### src/rtl/cg_dec_pkg.sv
package cg_dec_pkg;
  localparam int CG_W   = 10;
  localparam int SIX_W  = 6;
  localparam int FOUR_W = 4;
  localparam int X_W    = 5;
  localparam int Y_W    = 3;
  localparam int D_W    = X_W + Y_W;
  localparam int X_N    = 1 << X_W;

  // 6-bit sub-block properties; bit order inside s6 is a (MSB) .. i (LSB)
  typedef struct packed {
    logic [X_W-1:0] x;
    logic           hit;
    logic           k28;
    logic           kalt;
    logic           heavy;
    logic           light;
    logic           fpos;
    logic           fneg;
    logic [1:0]     ei;
  } six_info_t;

  // 4-bit sub-block properties; bit order f (MSB) .. j (LSB)
  typedef struct packed {
    logic [Y_W-1:0]    y;
    logic              ok;
    logic              heavy;
    logic              light;
    logic              fpos;
    logic              fneg;
    logic [FOUR_W-1:0] raw;
    logic [FOUR_W-1:0] inv;
  } four_info_t;

  // Negative-disparity 6-bit form of each 5-bit value
  function automatic logic [SIX_W-1:0] six_neg(input logic [X_W-1:0] v);
    logic [SIX_W-1:0] r;
    case (v)
      5'd0:  r = 6'b100111;  5'd1:  r = 6'b011101;
      5'd2:  r = 6'b101101;  5'd3:  r = 6'b110001;
      5'd4:  r = 6'b110101;  5'd5:  r = 6'b101001;
      5'd6:  r = 6'b011001;  5'd7:  r = 6'b111000;
      5'd8:  r = 6'b111001;  5'd9:  r = 6'b100101;
      5'd10: r = 6'b010101;  5'd11: r = 6'b110100;
      5'd12: r = 6'b001101;  5'd13: r = 6'b101100;
      5'd14: r = 6'b011100;  5'd15: r = 6'b010111;
      5'd16: r = 6'b011011;  5'd17: r = 6'b100011;
      5'd18: r = 6'b010011;  5'd19: r = 6'b110010;
      5'd20: r = 6'b001011;  5'd21: r = 6'b101010;
      5'd22: r = 6'b011010;  5'd23: r = 6'b111010;
      5'd24: r = 6'b110011;  5'd25: r = 6'b100110;
      5'd26: r = 6'b010110;  5'd27: r = 6'b110110;
      5'd28: r = 6'b001110;  5'd29: r = 6'b101110;
      5'd30: r = 6'b011110;  default: r = 6'b101011;
    endcase
    return r;
  endfunction

  // 3-bit value of a 4-bit sub-block given in negative-after-K28 orientation
  function automatic logic [Y_W-1:0] four_val(input logic [FOUR_W-1:0] f);
    logic [Y_W-1:0] r;
    case (f)
      4'b1011, 4'b0100: r = 3'd0;
      4'b1001:          r = 3'd1;
      4'b0101:          r = 3'd2;
      4'b1100, 4'b0011: r = 3'd3;
      4'b1101, 4'b0010: r = 3'd4;
      4'b1010:          r = 3'd5;
      4'b0110:          r = 3'd6;
      default:          r = 3'd7;
    endcase
    return r;
  endfunction
endpackage

### src/rtl/cg_six_unit.sv
module cg_six_unit
  import cg_dec_pkg::*;
(
  input  logic [SIX_W-1:0] s6,
  output six_info_t        info
);
  localparam logic [SIX_W-1:0] K28_NEG = 6'b001111;
  localparam int               HALF    = SIX_W / 2;

  logic [2:0]       ones;
  logic [SIX_W-1:0] key;
  logic             thit;
  logic [X_W-1:0]   idx;
  logic             is_k28;

  always_comb begin
    ones = 3'($countones(s6));
    // positive-disparity forms are the complement of the stored negative form
    key  = ((ones < 3'(HALF)) || (s6 == 6'b000111)) ? ~s6 : s6;
    thit = 1'b0;
    idx  = '0;
    for (int i = 0; i < X_N; i++) begin
      if (six_neg(X_W'(i)) == key) begin
        thit = 1'b1;
        idx  = X_W'(i);
      end
    end
    is_k28 = (key == K28_NEG);

    info.k28   = is_k28;
    info.hit   = thit || is_k28;
    info.x     = is_k28 ? 5'd28 : idx;
    info.kalt  = is_k28 || (thit && ((idx == 5'd23) || (idx == 5'd27) ||
                                     (idx == 5'd29) || (idx == 5'd30)));
    info.heavy = ones > 3'(HALF);
    info.light = ones < 3'(HALF);
    info.fpos  = (s6 == 6'b000111);
    info.fneg  = (s6 == 6'b111000);
    info.ei    = s6[1:0];
  end
endmodule

### src/rtl/cg_four_unit.sv
module cg_four_unit
  import cg_dec_pkg::*;
(
  input  logic [FOUR_W-1:0] f4,
  input  logic              flip,
  output four_info_t        info
);
  localparam int HALF = FOUR_W / 2;

  logic [2:0]        ones;
  logic [FOUR_W-1:0] oriented;

  always_comb begin
    ones       = 3'($countones(f4));
    oriented   = f4 ^ {FOUR_W{flip}};
    info.raw   = f4;
    info.inv   = oriented;
    info.y     = four_val(oriented);
    info.ok    = (ones >= 3'(HALF - 1)) && (ones <= 3'(HALF + 1));
    info.heavy = ones > 3'(HALF);
    info.light = ones < 3'(HALF);
    info.fpos  = (f4 == 4'b0011);
    info.fneg  = (f4 == 4'b1100);
  end
endmodule

### src/rtl/cg_rules_unit.sv
module cg_rules_unit
  import cg_dec_pkg::*;
(
  input  logic           rd_in,
  input  six_info_t      six,
  input  four_info_t     four,
  output logic [D_W-1:0] data,
  output logic           is_k,
  output logic           err,
  output logic           disp_err,
  output logic           rd_out
);
  logic rd_mid, bad6, bad4, run_bad, bad_code, a7;

  always_comb begin
    // running disparity walk: 6-bit first, then 4-bit
    rd_mid = six.heavy ? 1'b1 : six.light ? 1'b0 :
             six.fpos  ? 1'b1 : six.fneg  ? 1'b0 : rd_in;
    rd_out = four.heavy ? 1'b1 : four.light ? 1'b0 :
             four.fpos  ? 1'b1 : four.fneg  ? 1'b0 : rd_mid;

    bad6 = (six.heavy && rd_in) || (six.light && !rd_in) ||
           (six.fpos && !rd_in) || (six.fneg && rd_in);
    bad4 = (four.heavy && rd_mid) || (four.light && !rd_mid) ||
           (four.fpos && !rd_mid) || (four.fneg && rd_mid);

    a7 = (four.raw == 4'b0111) || (four.raw == 4'b1000);
    run_bad = ((four.raw == 4'b1110) && (six.ei == 2'b11)) ||
              ((four.raw == 4'b0001) && (six.ei == 2'b00)) ||
              ((four.raw == 4'b0111) && (six.ei != 2'b11) && !six.kalt) ||
              ((four.raw == 4'b1000) && (six.ei != 2'b00) && !six.kalt) ||
              (six.k28 && ((four.inv == 4'b0001) || (four.inv == 4'b1110)));

    bad_code = !six.hit || !four.ok || run_bad;
    err      = bad_code || bad6 || bad4;
    disp_err = !bad_code && (bad6 || bad4);
    is_k     = !bad_code && (six.k28 || (six.kalt && a7));
    data     = bad_code ? '0 : {four.y, six.x};
  end
endmodule

### src/rtl/cg_decoder.sv
module cg_decoder
  import cg_dec_pkg::*;
(
  input  logic            clk,
  input  logic            rst_n,
  input  logic            in_valid,
  output logic            in_ready,
  input  logic            in_byp,
  input  logic [CG_W-1:0] in_code,
  output logic            out_valid,
  input  logic            out_ready,
  output logic [D_W-1:0]  out_data,
  output logic            out_k,
  output logic            out_err,
  output logic            out_disp_err,
  output logic [CG_W-1:0] out_raw
);
  logic [SIX_W-1:0]  s6;
  logic [FOUR_W-1:0] f4;
  six_info_t         six;
  four_info_t        four;
  logic [D_W-1:0]    dec_data;
  logic              dec_k, dec_err, dec_disp, rd_next;
  logic              rd_q;
  logic              take;

  // first-received bit becomes the MSB of each sub-block
  always_comb begin
    for (int i = 0; i < SIX_W; i++)  s6[SIX_W-1-i]  = in_code[i];
    for (int i = 0; i < FOUR_W; i++) f4[FOUR_W-1-i] = in_code[SIX_W+i];
  end

  cg_six_unit six_i (.s6(s6), .info(six));

  cg_four_unit four_i (
    .f4   (f4),
    .flip (six.k28 && six.light),
    .info (four)
  );

  cg_rules_unit rules_i (
    .rd_in    (rd_q),
    .six      (six),
    .four     (four),
    .data     (dec_data),
    .is_k     (dec_k),
    .err      (dec_err),
    .disp_err (dec_disp),
    .rd_out   (rd_next)
  );

  assign in_ready = !out_valid || out_ready;
  assign take     = in_valid && in_ready;

  always_ff @(posedge clk or negedge rst_n) begin
    if (!rst_n) begin
      out_valid    <= 1'b0;
      out_data     <= '0;
      out_k        <= 1'b0;
      out_err      <= 1'b0;
      out_disp_err <= 1'b0;
      out_raw      <= '0;
      rd_q         <= 1'b0;
    end else if (take) begin
      out_valid <= 1'b1;
      out_raw   <= in_code;
      if (in_byp) begin
        out_data     <= '0;
        out_k        <= 1'b0;
        out_err      <= 1'b0;
        out_disp_err <= 1'b0;
      end else begin
        out_data     <= dec_data;
        out_k        <= dec_k;
        out_err      <= dec_err;
        out_disp_err <= dec_disp;
        rd_q         <= rd_next;
      end
    end else if (out_ready) begin
      out_valid <= 1'b0;
    end
  end
endmodule

### config.mk
export PLATFORM = sky130hd
export DESIGN_NAME = cg_decoder
export DESIGN_NICKNAME = d
export VERILOG_FILES = /design/src/rtl/cg_dec_pkg.sv /design/src/rtl/cg_six_unit.sv /design/src/rtl/cg_four_unit.sv /design/src/rtl/cg_rules_unit.sv /design/src/rtl/cg_decoder.sv
export SDC_FILE = /design/constraint.sdc
export NUM_CORES = 1
export LEC_CHECK = 0
export BUFFER_PORTS_ARGS = -buffer_cell sky130_fd_sc_hd__clkbuf_2
export CAP_MARGIN = 0
export CORE_MARGIN = 1
export CORE_UTILIZATION = 30
export DETAILED_ROUTE_END_ITERATION = 10
export GPL_TIMING_DRIVEN = 0
export PLACE_DENSITY = 0.46
export RECOVER_POWER = 25
export SYNTH_ARGS = -nofsm -noshare
export SYNTH_HDL_FRONTEND = slang
export SYNTH_SLANG_ARGS = --single-unit
### constraint.sdc
create_clock -name clk -period 1.75 [get_ports clk]
set_input_delay 0.175 -clock clk [delete_from_list [all_inputs] [get_ports clk]]
set_output_delay 0.175 -clock clk [all_outputs]
set_load 0.03 [all_outputs]
==> results.yml, run 1 <==
status:
  run_status: "finished with violations"
  violations: "DRC, setup timing"
synthesis:
  ys_ff_latch: 23
  synth-edff-count: 0
  yosysSeqAreaShare_pct: 20.9
  syn_area_um2: 2750
  synth.avg_cell_area_um2: 7.46
  synth.area.mux_share_pct: 4.09
  synth-adder-area-share_pct: 9.91
  yosysTopAreaCell: "dfrtp_1"
  synth_top_family_by_area: "compound AO/OA/AOI/OAI gates"
  synth_xor_area_share_pct: 1.86
  synth_cells: 369
  synth_cell_types: 68
  yosysMostFrequentCell: "nand2_1"
  synth.top_cell.area_share_pct: 20.9
  synth_fp_nets: 404
  synth.area.top_cells: "dfrtp_1 (21%), ha_1 (7.7%), nand2_1 (6.3%)"
  yosys.area_share.simple_pct: 27.0
  async_reset_ff_share_pct: 100
  synth_compound_area_share_pct: 29.8
  synth_common_cells: "nand2_1 (46), o21ai_0 (30), nor2_1 (29)"
  yosysWarnings: 0
  ys.flop_type: "dfrtp_1"
final_layout:
  nets: 494
  area_delta_synth_final_pct: 40.6
  diodes: 0
  drive_above_1_share_pct: 30.6
grt:
  grt_max_degree: 24
  gr-total-overflow: 0
  grt_pass1_vias: 3159
  grtUsageTotal_pct: 21.8
  grt_pass1_wl_mm: 16.7
  antenna_found_initial: 0
route:
  ant_nets: 0
  first_iter_violations: 390
  via_per_inst: 5.94
  drc: 4
  vias: 3360
  wirelength_mm: 10.5
  first_pass_iters: 10
  wl_per_cell_um: 18.6
die:
  core_area_um2: 8810
  start_util_pct: 31.3
  ios: 38
  placementRows: 34
  die_y_um: 97.8
  die_area_um2: 9560
  die_x_um: 97.8
setup_path:
  worstReg2RegEnd: "out_data[3]"
  crit_path_start: "in_code[4]"
  rr_worst_depth: 5
  arrival_ns: 4.03
  cpLargestDelayFamily: "buffers and inverters"
  cp.buffers_inverters: 11
  cpMaxStageDelayCell: "a2111oi_4"
  cp_num_cells: 24
  cp_slowest_stage_delay_ns: 0.35
  r2r_start: "out_valid"
  r2r_slack_ns: 0.24
  cp-endpoint: "out_data[3]"
  worstPathCellList: "buf_8, clkbuf_16, clkbuf_16, inv_12, ha_4, inv_2, fa_2, inv_2, ha_4, xor2_4, buf_4, buf_6, o211ai_1, buf_4, or3_1, a21oi_2, nor3_2, nand3_1, buf_4, nand3_1, a31o_2, a2111oi_4, buf_2, a22o_1"
  cpMostUsedCell: "buf_4"
  crit_path_start_kind: "primary input"
  cp_max_fo: 4
  crit_required_ns: 1.96
  criticalPathCategory: "primary input to register"
  endpoint_kind: "register"
cts:
  cts_tree: "built"
  cts_max_level: 1
  path_clk_slew_ns: 0.08
  cts_buffer_depth: 2
  clkSinkCount: 23
  clkLatencyLatePin_ns: 0.26
  numCtsBuffers: 3
  root_buffer: "clkbuf_8"
sta:
  fin_crit_sh_pct: 218
  fmax_ghz: 0.262
  fin_skew_ns: 0.00170
  min_period_ns: 3.82
  rsz0062_at_grt: "true"
  tightestPinTransition_ns: 1.23
  slew_headroom_pct: 17.7
  setup_violations: 12
  fin_setup_tns_ns: -22.72
  hold_viol: 0
  slew_viol_final: 0
  finalWorstSetupSlack_ns: -2.07
power_and_ir_drop:
  power_density_nw_per_um2: 798
  p_total_mw: 3.09
  cellLeakagePower_nw: 1.69
  peakVddDrop_uv: 296
placed_design:
  numPortBuffers: 37
  dp_worst_setup_slack_ns: -2.91
  gp_congestion: 0.885
  dp_hpwl_mm: 7.26
worst_hold_path:
  hold_class: "primary input to register"
run:
  drv_cap: 0
[worst register-to-register path, delay by kind of cell, from the launching register on]
kind                   cells  cell delay [ns]
and+or+nand+nor            2             0.33
AOI/OAI and AO/OA          2             0.52
DFF                        1             0.39
buffers and inverters      1             0.22
[how the worst min path moves through the flow]
stage	slack (ns)	endpoint	startpoint	cells past startpoint
detailed placement	0.20	out_raw[2]	rst_n	1
CTS	0.12	out_valid	in_valid	2
global route	0.11	out_valid	in_valid	2
finish	0.12	out_valid	in_valid	2
floorplan	-0.12	out_data[0]	rst_n	0
global placement	0.20	out_raw[0]	rst_n	1
[cell type report]
class	count	area [µm²]
fillers	878	4930
flip-flops and latches	23	576
clock inverters	1	5.00
well taps	108	135
plain buffers	26	229
clock buffers	3	41.3
inverters	18	96.3
repair buffers	84	622
multi-input cells	303	2170
[sequential cells by signal (all words and copies together) (netlist names)]
| signal | cells |
|---|---|
| out_disp_err | 1 |
| out_k | 1 |
| rd_q | 1 |
| out_raw | 10 |
| out_err | 1 |
| out_data | 8 |
| out_valid | 1 |
[where the power goes]
part	internal, mW	switching (mW)
sequential	0.613	0.0492
clock	0.159	0.172
combinational	0.961	1.13
[cells in the final DEF, fill, tap and decap left out, types with 4 or more instances in the layout]
cell type,n
nand2b_1,8
o21ai_0,30
clkbuf_8,6
nor2b_1,4
nand3_1,20
buf_8,5
nor3_1,12
clkbuf_2,32
nand4_1,4
inv_1,9
a21oi_2,4
buf_4,40
mux2i_1,8
a22o_1,9
o211ai_1,7
buf_6,5
nand2_1,46
dfrtp_1,23
nor2_1,29
clkbuf_1,12
ha_1,14
a21oi_1,17
a31oi_1,5
buf_2,4
[per-layer routing]
layer	routed length, µm	GRT usage, %	share of wire, %	vias up
met3	924	5.08	8.8	48
li1	-	-	-	1552
met5	0	0	0	-
met1	4660	30.0	44	1550
met2	4420	32.4	42	210
met4	529	10.0	5.0	0
[kinds of logic (layout without fill, tap and decap cells)]
kind of cell / count (synthesis) / after routing
simple gates: 150 / 150
compound gates: 116 / 117
buf+inv: 44 / 132
flops: 23 / 23
fa+ha+maj: 20 / 20
mux: 11 / 11
xor+xnor: 5 / 5
[metrics by stage]
step	area [µm²]	util (%)	instances	hold WS, ns
final	3870	44.0	566	0.116
after floorplan	2900	-	369	-0.121
after global routing	3870	44.0	566	0.112
after CTS	3660	41.6	553	0.115
after detailed placement	3220	36.6	514	0.201
after global placement	3220	36.6	514	0.203
[what timing repair did]
action / CTS / global route
buffers inserted: 31 / 12
setup endpoints to repair: 12 / 12
pin swaps: 20 / 17
cloned: 3 / 1
gates resized for setup: 22 / 26
hold buffers: 1 / 0
endpoints found under the hold margin: 23 / 0
Power figures use the tool's default switching activity.
==> run 2, diff against run 1 <==
Settings changed: CORE_ASPECT_RATIO set to 0.5.
==> run 2 against run 1 <==
Effect of this change:
- the flow finishes with violations (setup timing)
- wire length about the same
- clock skew up 0.0014 ns
- final area down 4.2%
- core utilization down 1.8 points
- sequential share of layout area up 0.65 points
- sequential power about the same
- critical path type unchanged
==> results.yml, run 2 (synthesis results as in run 1) <==
power_and_ir_drop:
  internal_power_mw: 1.73
  power_frac_clock_pct: 16.2
  power.switching_mw: 1.31
  seqPwrFrac_pct: 21.8
  power_density_nw_per_um2: 820
  share_comb_of_total_power_pct: 62.0
  peakVddDrop_uv: 552
  cellLeakagePower_nw: 1.60
  netSwitchingFraction_pct: 43.1
sta:
  fmax_ghz: 0.257
  tightestPinTransition_ns: 0.590
  fin_crit_sh_pct: 223
  fin_skew_ns: 0.00309
  slew_headroom_pct: 60.5
  slew_viol_final: 0
  fin_setup_tns_ns: -23.89
  finalWorstSetupSlack_ns: -2.15
  setup_violations: 12
  hold_viol: 0
  rsz0062_at_grt: "true"
  min_period_ns: 3.90
setup_path:
  cp_slowest_stage_delay_ns: 0.46
  endpoint_kind: "register"
  cp_max_fo: 5
  worstPathCellList: "buf_8, clkbuf_16, clkbuf_16, clkinv_8, ha_4, inv_2, fa_2, inv_2, ha_4, nor2b_4, o21ai_4, buf_4, mux2i_1, a221o_1, or4_4, buf_6, and3_1, o211ai_1, a31o_4, a2111oi_4, buf_4, a22o_1"
  crit_path_start_kind: "primary input"
  criticalPathCategory: "primary input to register"
  cpMaxStageDelayCell: "or4_4"
  crit_required_ns: 1.89
  arrival_ns: 4.04
  cpLargestDelayFamily: "compound AO/OA/AOI/OAI gates"
  cp.buffers_inverters: 9
final_layout:
  final_util_pct: 42.2
  nets: 473
  regMostFlops: "out_raw"
  diodes: 0
  layout_commonest_cell: "nand2_1"
  final_cell_mix: "nand2_1 (46), clkbuf_2 (33), o21ai_0 (30), nor2_1 (29), buf_4 (24)"
  largest_reg_flops: 10
  drive_above_1_share_pct: 27.2
  area_delta_synth_final_pct: 34.7
  top_regs: "out_raw (10), out_data (8)"
route:
  drc: 0
  first_pass_iters: 5
  first_iter_violations: 483
  wirelength_mm: 10.5
  wl_per_cell_um: 19.0
  ant_nets: 0
  vias: 3318
  via_per_inst: 5.99
grt:
  gr-total-overflow: 0
  grt_max_degree: 24
  grt_pass1_vias: 3018
  grtUsageTotal_pct: 21.7
  grt_pass1_wl_mm: 16.3
  antenna_found_initial: 0
die:
  die_x_um: 137
  die_y_um: 69.7
  placementRows: 24
  core_area_um2: 8800
  die_area_um2: 9590
  ios: 38
  start_util_pct: 31.3
cts:
  path_clk_slew_ns: 0.06
  cts_buffer_depth: 2
  clkSinkCount: 23
  cts_tree: "built"
  root_buffer: "clkbuf_16"
  numCtsBuffers: 3
  clkLatencyLatePin_ns: 0.25
  cts_max_level: 1
status:
  run_status: "finished with violations"
  violations: "setup timing"
placed_design:
  dp_hpwl_mm: 7.52
  gp_congestion: 0.993
  numPortBuffers: 37
worst_hold_path:
  hold_class: "primary input to register"
run:
  drv_cap: 0
==> run 2: cell count changes in the layout (fill, tap and decap cells not counted), sizes merged <==
cell    change
clkinv      +1
inv         -1
buf        -20
o21ai       -1
==> run 2: worst paths after layout <==
path | from | end | slack, ns | cells after the start
max | in_code[4] | out_data[1] | -2.15 | 22
min | in_valid | out_valid | 0.14 | 2
max reg2reg | rd_q | out_disp_err | 0.23 | 6
min reg2reg | out_raw[9] | out_raw[9] | 0.48 | 2
max in group asynchronous | rst_n | out_raw[1] | 0.93 | 2
min in group asynchronous | rst_n | out_raw[9] | 0.44 | 2
==> run 2: metrics by stage <==
step | hold WS, ns | area (µm²) | instances | setup WS (ns) | power, mW
final | 0.135 | 3710 | 554 | -2.15 | 3.04
after global routing | 0.133 | 3710 | 554 | -2.31 | 3.21
after CTS | 0.137 | 3570 | 547 | -2.20 | 2.91
after detailed placement | 0.204 | 3230 | 523 | -2.99 | 2.18
after global placement | 0.191 | 3230 | 523 | -3.05 | 2.18
after floorplan | -0.121 | 2900 | 369 | -2.03 | 1.77
==> run 2: final cells by class <==
cell class              instances  area [µm²]
well taps                     117         146
clock inverters                 1        5.00
flip-flops and latches         23         576
clock buffers                   3        75.1
plain buffers                  26         226
inverters                      18        91.3
repair buffers                 64         435
fillers                       882        5090
multi-input cells             302        2150
==> run 2: routing by layer <==
layer / vias up / GRT usage (%) / wire, µm
li1: 1519 / - / -
met2: 235 / 31.9 / 4330
met3: 38 / 4.17 / 1120
met4: 0 / 6.84 / 345
met5: - / 0 / 0
met1: 1526 / 31.4 / 4730
==> run 2: power groups by stage <==
stage               Clock [mW]  Combinational, mW  Sequential, mW
global placement             0               1.51           0.672
CTS                      0.506               1.74           0.664
floorplan                    0              0.950           0.819
detailed placement           0               1.51           0.673
global route             0.528               2.01           0.676
finish                   0.492               1.89           0.664
==> run 2: worst reg2reg max path, delay by kind of cell, from the launching register on <==
kind	cells	cell delay, ns
AOI/OAI and AO/OA	4	0.80
DFF	1	0.38
and+or+nand+nor	2	0.24
==> run 2: what timing repair did <==
| item | 4_1_cts | 5_1_grt |
|---|---|---|
| pin swaps | 17 | 19 |
| buffers inserted | 18 | 7 |
| gates resized for setup | 20 | 22 |
| hold endpoints to repair | 23 | 0 |
| gates cloned | 1 | 0 |
| endpoints found under the setup margin | 12 | 12 |
| hold buffers | 1 | 0 |
==> run 3, diff against run 2 <==
Settings changed: SKIP_CTS_REPAIR_TIMING set to 1.
==> run 3 against run 2 <==
Effect of this change:
- the run still ends with setup timing left
- non-clock buffer count down 2
- worst setup slack worse by 0.11 ns
- worst hold slack about the same
- via count down 2.0%
- wire length shrank 3.0%
- final area is 1.0% lower
- combinational power decreased by 5%
- core utilization is 0.44 points lower
- first-iteration DRC count decreased by 21%
==> results.yml, run 3 (synthesis results as in run 1) <==
final_layout:
  largest_reg_flops: 10
  layout.cells.non_filler: 552
  diodes: 0
  layout_commonest_cell: "nand2_1"
  top_regs: "out_raw (10), out_data (8)"
  final_cell_mix: "nand2_1 (46), clkbuf_2 (34), o21ai_0 (29), nor2_1 (28), dfrtp_1 (23)"
  nets: 471
  final_util_pct: 41.7
  fillers: 901
  regMostFlops: "out_raw"
  area_delta_synth_final_pct: 33.3
  drive_above_1_share_pct: 26.7
setup_path:
  cpMaxStageDelayCell: "or4_4"
  cp_slowest_stage_delay_ns: 0.59
  criticalPathCategory: "primary input to register"
  cpMostUsedCell: "inv_2"
  crit_required_ns: 1.95
  arrival_ns: 4.20
  cp_max_fo: 5
  endpoint_kind: "register"
  worstPathCellList: "buf_6, buf_8, inv_2, buf_8, ha_4, inv_2, fa_2, inv_2, ha_4, nor2b_4, o21ai_4, buf_6, mux2i_1, a221o_1, or4_4, a21oi_2, o211ai_1, a31o_4, a2111oi_4, buf_4, a22o_1"
  crit_path_start_kind: "primary input"
cts:
  root_buffer: "clkbuf_16"
  cts_max_level: 1
  cts_buffer_depth: 2
  clkSinkCount: 23
  numCtsBuffers: 3
  path_clk_slew_ns: 0.06
  clkLatencyLatePin_ns: 0.25
  cts_tree: "built"
run:
  drv_cap: 0
status:
  run_status: "finished with violations"
  violations: "setup timing"
sta:
  slew_viol_final: 0
  hold_viol: 0
  fin_skew_ns: 0.00266
  finalWorstSetupSlack_ns: -2.26
  min_period_ns: 4.01
  hold-worst-slack_ns: 0.135
  fmax_ghz: 0.249
  fin_crit_sh_pct: 229
  slew_headroom_pct: 57.6
  rsz0062_at_grt: "true"
  setup_violations: 12
  tightestPinTransition_ns: 0.634
power_and_ir_drop:
  peakVddDrop_uv: 525
  power_density_nw_per_um2: 804
  cellLeakagePower_nw: 1.59
  p_total_mw: 2.95
grt:
  grtUsageTotal_pct: 20.7
  gr-total-overflow: 0
  grt_pass1_wl_mm: 15.6
  grt_max_degree: 24
  antenna_found_initial: 0
  grt_pass1_vias: 2864
route:
  via_per_inst: 5.89
  ant_nets: 0
  wl_per_cell_um: 18.5
  vias: 3250
  wirelength_mm: 10.2
  first_iter_violations: 380
  drc: 0
  first_pass_iters: 5
die:
  core_area_um2: 8800
  die_x_um: 137
  die_y_um: 69.7
  start_util_pct: 31.3
  die_area_um2: 9590
  placementRows: 24
  ios: 38
placed_design:
  placedCellCount: 523
  numPortBuffers: 37
  gp_congestion: 0.993
  dp_hpwl_mm: 7.52
worst_hold_path:
  hold_class: "primary input to register"
==> run 3: per-stage QoR <==
stage	setup WS [ns]	instance area, µm²	TNS [ns]
2_1_floorplan	-2.03	2900	-22.39
3_3_place_gp	-3.05	3230	-33.70
5_1_grt	-2.38	3670	-26.53
3_5_place_dp	-2.99	3230	-33.03
4_1_cts	-2.74	3310	-30.05
6_report	-2.26	3670	-25.07
==> run 3: worst max-delay path: cells and delay by family <==
| family | cells | cell delay (ns) |
|---|---|---|
| fa+ha+maj | 3 | 0.81 |
| simple gates | 2 | 0.73 |
| buf+inv | 8 | 0.80 |
| compound gates | 7 | 1.60 |
| mux | 1 | 0.07 |
==> run 3: report_power, final <==
part           switching [mW]  total (mW)  internal [mW]
clock                   0.182       0.489          0.307
sequential             0.0498       0.664          0.614
combinational            1.04        1.80          0.755
total                    1.28        2.95           1.68
==> run 3: final cells by class <==
class	instances	area, µm²	share of cell area [%]
multi-input combinational	302	2130	58.1
sequential	23	576	15.7
timing repair buffer	62	433	11.8
buffer	26	213	5.80
tap	117	146	3.99
inverter	18	88.8	2.42
clock buffer	3	75.1	2.05
clock inverter	1	5.00	0.136
==> run 3: path summary, 6_finish.rpt <==
check	startpoint	to	slack (ns)	depth (start not counted)
max in group asynchronous	rst_n	out_raw[0]	0.93	2
worst max register to register	rd_q	out_disp_err	0.24	6
worst min-delay path	in_valid	out_valid	0.14	2
worst max-delay path	in_code[0]	out_data[4]	-2.26	21
worst min register to register	out_raw[9]	out_raw[9]	0.48	2
min in group asynchronous	rst_n	out_raw[9]	0.44	2
==> run 3: per-layer routing <==
| metal | GRT usage (%) | wire length, µm | part of all wire [%] |
|---|---|---|---|
| met5 | 0 | 0 | 0 |
| met3 | 3.65 | 933 | 9.1 |
| met2 | 30.3 | 4230 | 41 |
| met1 | 30.7 | 4780 | 47 |
| met4 | 5.62 | 260 | 2.5 |
